File: src/rtl/xmp_pkg.sv
package xmp_pkg;
  // index of the j-th port/set other than 'self'
  function automatic int other_idx(input int j, input int self);
    return (j < self) ? j : j + 1;
  endfunction

  // slot that port p occupies among the lookup banks of set s (p != s)
  function automatic int slot_of(input int p, input int s);
    return (p < s) ? p : p - 1;
  endfunction
endpackage

File: src/rtl/xmp_bank.sv
module xmp_bank #(
  parameter int DW    = 16,
  parameter int DEPTH = 32,
  localparam int AW   = $clog2(DEPTH)
) (
  input  logic          clk,
  input  logic          rst_n,
  input  logic          we,
  input  logic [AW-1:0] waddr,
  input  logic [DW-1:0] wdata,
  input  logic [AW-1:0] raddr,
  output logic [DW-1:0] rdata
);
  logic [DW-1:0] mem [DEPTH];

  // one write, one registered read; a same-address write is bypassed to the read
  always_ff @(posedge clk or negedge rst_n) begin
    if (!rst_n) begin
      for (int i = 0; i < DEPTH; i++) mem[i] <= '0;
      rdata <= '0;
    end else begin
      if (we) mem[waddr] <= wdata;
      rdata <= (we && (waddr == raddr)) ? wdata : mem[raddr];
    end
  end
endmodule

File: src/rtl/xmp_wrset.sv
module xmp_wrset #(
  parameter int NW    = 2,
  parameter int NR    = 2,
  parameter int DW    = 16,
  parameter int DEPTH = 32,
  localparam int AW   = $clog2(DEPTH),
  localparam int NL   = NW - 1
) (
  input  logic            clk,
  input  logic            rst_n,
  input  logic            we,
  input  logic [AW-1:0]   waddr,
  input  logic [DW-1:0]   wdata,
  input  logic [NL*AW-1:0] lk_addr,
  output logic [NL*DW-1:0] lk_q,
  input  logic [NR*AW-1:0] rd_addr,
  output logic [NR*DW-1:0] rd_q
);
  // banks answering other write ports' old-data lookups
  for (genvar k = 0; k < NL; k++) begin : g_lk
    xmp_bank #(.DW(DW), .DEPTH(DEPTH)) u_bank (
      .clk(clk), .rst_n(rst_n), .we(we), .waddr(waddr), .wdata(wdata),
      .raddr(lk_addr[k*AW +: AW]), .rdata(lk_q[k*DW +: DW]));
  end

  // banks answering the read ports
  for (genvar r = 0; r < NR; r++) begin : g_rd
    xmp_bank #(.DW(DW), .DEPTH(DEPTH)) u_bank (
      .clk(clk), .rst_n(rst_n), .we(we), .waddr(waddr), .wdata(wdata),
      .raddr(rd_addr[r*AW +: AW]), .rdata(rd_q[r*DW +: DW]));
  end


  copy_match_chk: assert property (@(posedge clk) disable iff (!rst_n)
    (lk_addr[AW-1:0] == rd_addr[AW-1:0]) |=> (lk_q[DW-1:0] == rd_q[DW-1:0]))
    else $error("set copies disagree");
endmodule

File: src/rtl/xmp_encode.sv
module xmp_encode #(
  parameter int NW    = 2,
  parameter int DW    = 16,
  parameter int DEPTH = 32,
  localparam int AW   = $clog2(DEPTH),
  localparam int NL   = NW - 1
) (
  input  logic             clk,
  input  logic             rst_n,
  input  logic             wr_en,
  input  logic [AW-1:0]    wr_addr,
  input  logic [DW-1:0]    wr_data,
  input  logic [NL*DW-1:0] old_q,
  output logic             s2_we,
  output logic [AW-1:0]    s2_addr,
  output logic [DW-1:0]    s2_enc
);
  logic [DW-1:0] d_q;

  // hold the request while the other sets are looked up
  always_ff @(posedge clk or negedge rst_n) begin
    if (!rst_n) begin
      s2_we   <= 1'b0;
      s2_addr <= '0;
      d_q     <= '0;
    end else begin
      s2_we   <= wr_en;
      s2_addr <= wr_addr;
      d_q     <= wr_data;
    end
  end

  always_comb begin
    s2_enc = d_q;
    for (int j = 0; j < NL; j++) s2_enc = s2_enc ^ old_q[j*DW +: DW];
  end
endmodule

File: src/rtl/xmp_rd_merge.sv
module xmp_rd_merge #(
  parameter int NW = 2,
  parameter int NR = 2,
  parameter int DW = 16
) (
  input  logic [NW*NR*DW-1:0] set_q,
  output logic [NR*DW-1:0]    rd_data
);
  always_comb begin
    rd_data = '0;
    for (int v = 0; v < NW; v++) rd_data = rd_data ^ set_q[v*NR*DW +: NR*DW];
  end
endmodule

File: src/rtl/xor_mpram.sv
module xor_mpram #(
  parameter int NW    = 2,
  parameter int NR    = 2,
  parameter int DW    = 16,
  parameter int DEPTH = 32,
  localparam int AW   = $clog2(DEPTH),
  localparam int NL   = NW - 1
) (
  input  logic             clk,
  input  logic             rst_n,
  input  logic [NW-1:0]    wr_en,
  input  logic [NW*AW-1:0] wr_addr,
  input  logic [NW*DW-1:0] wr_data,
  input  logic [NR*AW-1:0] rd_addr,
  output logic [NR*DW-1:0] rd_data
);
  logic [NW-1:0]       s2_we;
  logic [NW*AW-1:0]    s2_addr;
  logic [NW*DW-1:0]    s2_enc;
  logic [NL*DW-1:0]    lk_q_v [NW];
  logic [NW*NR*DW-1:0] rd_all;

  // one bank set per write port
  for (genvar v = 0; v < NW; v++) begin : g_set
    logic [NL*AW-1:0] la;
    for (genvar j = 0; j < NL; j++) begin : g_la
      localparam int P = xmp_pkg::other_idx(j, v);
      assign la[j*AW +: AW] = wr_addr[P*AW +: AW];
    end
    xmp_wrset #(.NW(NW), .NR(NR), .DW(DW), .DEPTH(DEPTH)) u_set (
      .clk(clk), .rst_n(rst_n),
      .we(s2_we[v]), .waddr(s2_addr[v*AW +: AW]), .wdata(s2_enc[v*DW +: DW]),
      .lk_addr(la), .lk_q(lk_q_v[v]),
      .rd_addr(rd_addr), .rd_q(rd_all[v*NR*DW +: NR*DW]));
  end

  // encode path per write port: gather old words from every other set
  for (genvar w = 0; w < NW; w++) begin : g_wr
    logic [NL*DW-1:0] oq;
    for (genvar j = 0; j < NL; j++) begin : g_oq
      localparam int U = xmp_pkg::other_idx(j, w);
      localparam int S = xmp_pkg::slot_of(w, U);
      assign oq[j*DW +: DW] = lk_q_v[U][S*DW +: DW];
    end
    xmp_encode #(.NW(NW), .DW(DW), .DEPTH(DEPTH)) u_enc (
      .clk(clk), .rst_n(rst_n),
      .wr_en(wr_en[w]), .wr_addr(wr_addr[w*AW +: AW]), .wr_data(wr_data[w*DW +: DW]),
      .old_q(oq),
      .s2_we(s2_we[w]), .s2_addr(s2_addr[w*AW +: AW]), .s2_enc(s2_enc[w*DW +: DW]));
  end

  xmp_rd_merge #(.NW(NW), .NR(NR), .DW(DW)) u_merge (
    .set_q(rd_all), .rd_data(rd_data));


  for (genvar a = 0; a < NW; a++) begin : g_ua
    for (genvar b = a + 1; b < NW; b++) begin : g_ub
      addr_unique_chk: assert property (@(posedge clk) disable iff (!rst_n)
        (wr_en[a] && wr_en[b]) |-> (wr_addr[a*AW +: AW] != wr_addr[b*AW +: AW]))
        else $error("two write ports share an address");
    end
  end


  raw_visible_chk: assert property (@(posedge clk) disable iff (!rst_n)
    ($past(wr_en[0]) && (rd_addr[AW-1:0] == $past(wr_addr[AW-1:0])))
      |=> (rd_data[DW-1:0] == $past(wr_data[DW-1:0], 2)))
    else $error("write not visible on the following read");


  hold_quiet_chk: assert property (@(posedge clk) disable iff (!rst_n)
    (($past(wr_en) == '0) && $stable(rd_addr)) |=> $stable(rd_data))
    else $error("read data moved with no write");
endmodule

File: config.mk
export PLATFORM = sky130hd
export DESIGN_NAME = xor_mpram
export DESIGN_NICKNAME = d
export VERILOG_FILES = /design/src/rtl/xmp_pkg.sv /design/src/rtl/xmp_bank.sv /design/src/rtl/xmp_wrset.sv /design/src/rtl/xmp_encode.sv /design/src/rtl/xmp_rd_merge.sv /design/src/rtl/xor_mpram.sv
export SDC_FILE = /design/constraint.sdc
export NUM_CORES = 2
export LEC_CHECK = 0
export BUFFER_PORTS_ARGS = -buffer_cell sky130_fd_sc_hd__buf_4
export CORE_MARGIN = 8
export CORE_UTILIZATION = 60
export DETAILED_ROUTE_END_ITERATION = 8
export PLACE_DENSITY = 0.83
export SYNTH_ARGS = -nofsm -noshare
export SYNTH_HDL_FRONTEND = slang
export SYNTH_SLANG_ARGS = --single-unit
File: constraint.sdc
create_clock -name clk -period 2.4 [get_ports clk]
set_input_delay 0.24 -clock clk [delete_from_list [all_inputs] [get_ports clk]]
set_output_delay 0.24 -clock clk [all_outputs]
set_load 0.02 [all_outputs]
# After elaboration in Yosys (flattened, before gate mapping)
# Cells that the tools add are included.
# W data, S select, Z words.
dict set report word_totals {
  word_cells 269
  register_bits 3212
}
dict set report classes {
  reduce_logical 8
  n_lt_le_gt_ge 8
  n_mux 34
  n_eq_ne 6
  bitwise 9
}
# operator n
set ops {}
lappend ops {{$bwmux W512} 6}
lappend ops {{$bmux W16 S5} 6}
lappend ops {{$mux W16} 20}
lappend ops {{$demux W16 S5} 2}
lappend ops {{$ge A6 B6 Y1 const B} 6}
lappend ops {{$not A5 Y6} 6}
lappend ops {{$xor A16 B16 Y16} 2}
lappend ops {{$xor A32 B32 Y32} 1}
lappend ops {{$eq A5 B5 Y1} 6}
lappend ops {{$lt A6 B1 Y1 const B} 2}
lappend ops {{$logic_and A1 B1 Y1} 8}

# Longest topological paths before layout
dict set report logic_depth {
  word_depth 6
  depth_mapped 10
  depth_no_buf 5
}

# By module
# Synthesis repeated with hierarchy kept, for this count alone.
dict set report hier_totals {
  cells_unflattened 10242
  hier_area_um2 148787.7
}
# module instances cells_per_inst seq_area_each_um2 area_per_inst_um2
set modules_own_cells {}
lappend modules_own_cells {xmp_bank 6 1689 13212.7 24521.0}
lappend modules_own_cells {xmp_encode 2 38 550.5 690.7}
lappend modules_own_cells {xmp_rd_merge 1 32 0.0 280.3}

# Least setup slack after synthesis
# Ideal clock, no wire load.
dict set report synth_timing {
  kind {input -> register}
  from {input wr_addr[0]}
  to {register g_set[1].u_set.g_lk[0].u_bank.rdata[5]}
  path_slack_ns 0.475
  arrival_time_ns 1.794
  required_ns 2.269
  path_buffers 3
  stages 8
  path_cell_list {buf_2 -> buf_2 -> buf_2 -> mux4_2 -> nor2_1 -> nor2_1 -> o2111ai_1 -> o21ai_0}
}
dict set report synth_via {
  elab_chain_len 5
}
# element line_no
set synth_lines {}
lappend synth_lines {{start, declared} xor_mpram.sv:12} ;# input logic [NW*AW-1:0] wr_addr,
lappend synth_lines {{$not A5 Y6 (implied by the code)} xmp_bank.sv:23} ;# rdata <= (we && (waddr == raddr)) ? wdata : mem[raddr];
lappend synth_lines {{$bmux W16 S5} xmp_bank.sv:23}
lappend synth_lines {{$mux W16 (implied by the code) (2 in a row)} xmp_bank.sv:23}
lappend synth_lines {{$mux W16 (*)} xmp_bank.sv:23}
lappend synth_lines {{end signal, assigned} xmp_bank.sv:23}
lappend synth_lines {{end, declared} xmp_bank.sv:12} ;# output logic [DW-1:0] rdata
# Mark *: on every way between the ends. The rest lies on a longest branch, timed or not. The select of a mux whose other input is x is not followed.
# A chain may end at the register's enable or synchronous reset.

==> impl_metrics.yaml <==
status:
  status: "finished, violations left"
  violations: "DRC, setup timing"
timing:
  maxSlewViolCount: 0
  fin_hold_ws_ps: 61.00
  hold_viol: 0
  rsz0062_at_grt: "no"
  worst_pin_slew_ps: 1121
  fmax_ghz: 0.4039
  slew-limit-headroom_pct: 25.25
  layout_setup_ws_ps: -76.16
  finalSetupViolCount: 6
  fin_crit_sh_pct: 103.2
  tns_ps: -263.6
  fin_crit_ps: 2476
  finalClockSkew_ps: 29.22
run:
  max_cap_viol_count: 0
setup_path:
  end_kind: "flop"
  worst_setup_path_start_kind: "flop"
  crit_fanout: 4
  cp_data_arrival_time_ps: 3050
  critical_path_required_ps: 2970
  path_class: "flop to flop"
yosys:
  syn_area_sq_mm: 0.06701
  ys_types: 56
  synth_area_leaders: "dfrtp_1 43%, mux4_2 12%, mux2i_1 12%"
  synth_edf_count: 0
  ys_seq_elements: 1164
  synth_fp_nets: 6489
  ys.flop_type: "dfrtp_1"
  avgSynthCellArea_sq_um: 10.42
  synth_warnings: 0
  synth_cells: 6433
  ys_seq_area_share_pct: 43.47
  yosysTopAreaCell: "dfrtp_1"
  synth.top_cell.area_share_pct: 43.47
  async_reset_ff_share_pct: 100.0
clock_tree:
  cts_buffers: 131
  cts_root_buf: "clkbuf_16"
  cts.htree.levels: 4
  cts_tree: "yes"
  clock_latency_ps: 750
  cts.sinks: 1164
  clkTransAtPathRegs_ps: 60
  cts_max_path_buffers: 3
  post_cts_buffers: 0
finish:
  seq_area_sq_mm: 0.02913
  fill_cells: 7606
  syn_to_final_growth_pct: 16.55
  layout-drive-gt1-share_pct: 21.91
  fin_nets: 6757
  multi_input_area_sq_mm: 0.03532
floorplan:
  core-area_sq_mm: 0.1107
  die-area_sq_mm: 0.1226
  die_h_microns: 350.2
  die_w_microns: 350.2
  io_pins: 88
  start_util_pct: 60.55
  rows: 122
drt:
  drcViolationCount: 2
  via_per_inst: 7.242
  ant_nets: 0
  wl_per_cell_microns: 32.12
  dr.pass1.iters: 9
  vias: 60040
  wl_microns: 266300
  drt_iter0_drc: 9608
placed_design:
  portBuffers: 87
  dp_slack_ps: -594.6
  dpl.hpwl_microns: 178100
  place_congestion: 1.041
hold_path:
  hold_path_class: "input port to flop"
grt:
  grt_pass1_vias: 59040
  grt_use_total_pct: 42.88
  grt_max_degree: 117
  grt-ovfl-total: 0
  antenna_found_initial: 10
  grt_pass1_wl_microns: 388300
pwr:
  power.leakage_nw: 34.60
  p_total_w: 0.07094
  vdd_ir_drop_max_uv: 795.9
  power_density_mw_per_mm2: 908.3
[layout by cell type (no fill, tap or decap), types with 14 or more instances in the layout]
cell | synthesis | final
clkbuf_8 | 0 | 22
o21ai_0 | 571 | 571
mux2_2 | 76 | 76
clkinv_2 | 0 | 14
buf_12 | 0 | 115
clkbuf_16 | 0 | 139
nand2_1 | 610 | 610
buf_4 | 63 | 608
o221ai_1 | 71 | 71
a22o_1 | 32 | 32
nor2_1 | 644 | 609
a211o_1 | 32 | 32
mux4_2 | 370 | 370
nor2_2 | 2 | 35
dlygate4sd3_1 | 0 | 47
xor2_1 | 56 | 56
xnor2_2 | 0 | 32
and2_1 | 24 | 23
clkbuf_1 | 404 | 39
a31o_2 | 21 | 21
a22oi_1 | 267 | 267
nand2b_1 | 19 | 17
nand3_1 | 23 | 23
dfrtp_1 | 1164 | 1164
a211oi_1 | 39 | 39
o22ai_1 | 42 | 42
mux2i_1 | 811 | 811
a21oi_1 | 678 | 678
a221oi_1 | 46 | 45
[per-layer routing]
| layer | wire [microns] | track usage (%) | vias to the layer above | share of wire (%) |
|---|---|---|---|---|
| met5 | 133 | 0.6277 | - | 0.050 |
| met4 | 20740 | 25.86 | 6 | 7.8 |
| met3 | 48950 | 22.70 | 1378 | 18 |
| met2 | 106400 | 58.56 | 5210 | 40 |
| met1 | 90120 | 53.58 | 29190 | 34 |
| li1 | - | - | 24260 | - |
[Yosys cell counts (9+ instances only)]
cell and instances:
nor2b_1 18, nand2b_1 19, or2_2 10, buf_4 63
a21oi_1 678, o32ai_1 14, dfrtp_1 1164, clkbuf_1 404
a31o_2 21, o221ai_1 71, xor2_1 56, and2_1 24
a211oi_1 39, buf_1 22, mux2i_1 811, mux4_2 370
a211o_1 32, buf_2 141, a22oi_1 267, o22ai_1 42
o211ai_1 13, a22o_1 32, nand3b_1 9, mux2_2 76
buf_6 11, a221oi_1 46, nand2_1 610, o21ai_0 571
nand3_1 23, xnor2_1 38, nor4_1 11, nor2_1 644
[registers in the layout, summed over array words and instances, names as in the netlist]
name	cells
g_set.u_set.g_rd.u_bank.mem	777
g_wr.u_enc.s2_we	2
g_wr.u_enc.d_q	32
g_set.u_set.g_lk.u_bank.mem	247
g_wr.u_enc.s2_addr	10
g_set.u_set.g_rd.u_bank.rdata	64
g_set.u_set.g_lk.u_bank.rdata	32
[critical path, cell delays in order, from the launching register on]
cell and delay [ps]:
dfrtp_1 430, mux4_2 470, nor2_1 120, a21oi_1 70, a221oi_1 950, o32ai_1 270
[final cells by class]
class | count | share of cell area (%)
inverter | 7 | 0.03364
tap | 1488 | 2.384
clock inverter | 28 | 0.4614
clock buffer | 200 | 5.029
antenna | 6 | 0.01922
timing repair buffer | 779 | 9.558
multi-input combinational | 4618 | 45.22
sequential | 1164 | 37.29
[power by group]
group	internal [W]	switching, W
Clock	0.0121	0.00827
Combinational	0.00955	0.0111
Sequential	0.0244	0.00551
[per-stage QoR]
stage	util (%)	cells	cell area, sq um
after floorplan	-	6433	67010
after global placement	66.25	8009	73320
after detailed placement	66.25	8009	73320
after CTS	70.56	8284	78090
after global routing	70.56	8284	78090
final	70.57	8290	78100
[logic make-up (layout without fill, tap and decap cells)]
family | Yosys count | in the layout | synth area share [%]
AO/OA/AOI/OAI | 1863 | 1863 | 16.59
buffers and inverters | 651 | 1014 | 4.425
AND/OR/NAND/NOR | 1403 | 1403 | 8.421
XOR/XNOR | 94 | 94 | 1.229
multiplexers | 1258 | 1258 | 25.87
other | 0 | 6 | 0
flip-flops | 1164 | 1164 | 43.47
[final timing paths]
kind	startpoint	end	slack (ps)	depth (start not counted)
min in group asynchronous	rst_n	g_set[0].u_set.g_rd[1].u_bank.mem[235]$_DFFE_PN0P_	570	3
hold reg to reg	g_set[0].u_set.g_rd[1].u_bank.mem[323]$_DFFE_PN0P_	g_set[0].u_set.g_rd[1].u_bank.mem[323]$_DFFE_PN0P_	530	2
setup reg to reg	g_set[1].u_set.g_rd[1].u_bank.mem[155]$_DFFE_PN0P_	g_set[1].u_set.g_rd[0].u_bank.rdata[11]$_DFF_PN0_	-80	5
hold / removal	wr_addr[6]	g_wr[1].u_enc.s2_addr[1]$_DFF_PN0_	60	2
setup / recovery	g_set[1].u_set.g_rd[1].u_bank.mem[155]$_DFFE_PN0P_	g_set[1].u_set.g_rd[0].u_bank.rdata[11]$_DFF_PN0_	-80	5
max in group asynchronous	rst_n	g_set[0].u_set.g_lk[0].u_bank.mem[6]$_DFFE_PN0P_	580	4
[what timing repair did]
action | 4_1_cts | 5_1_grt
gates resized for setup | 2 | 0
endpoints found under the setup margin | 2 | 0
hold buffers | 47 | 0
hold endpoints to repair | 721 | 0
Note: power is estimated with default switching activity, not from simulation.
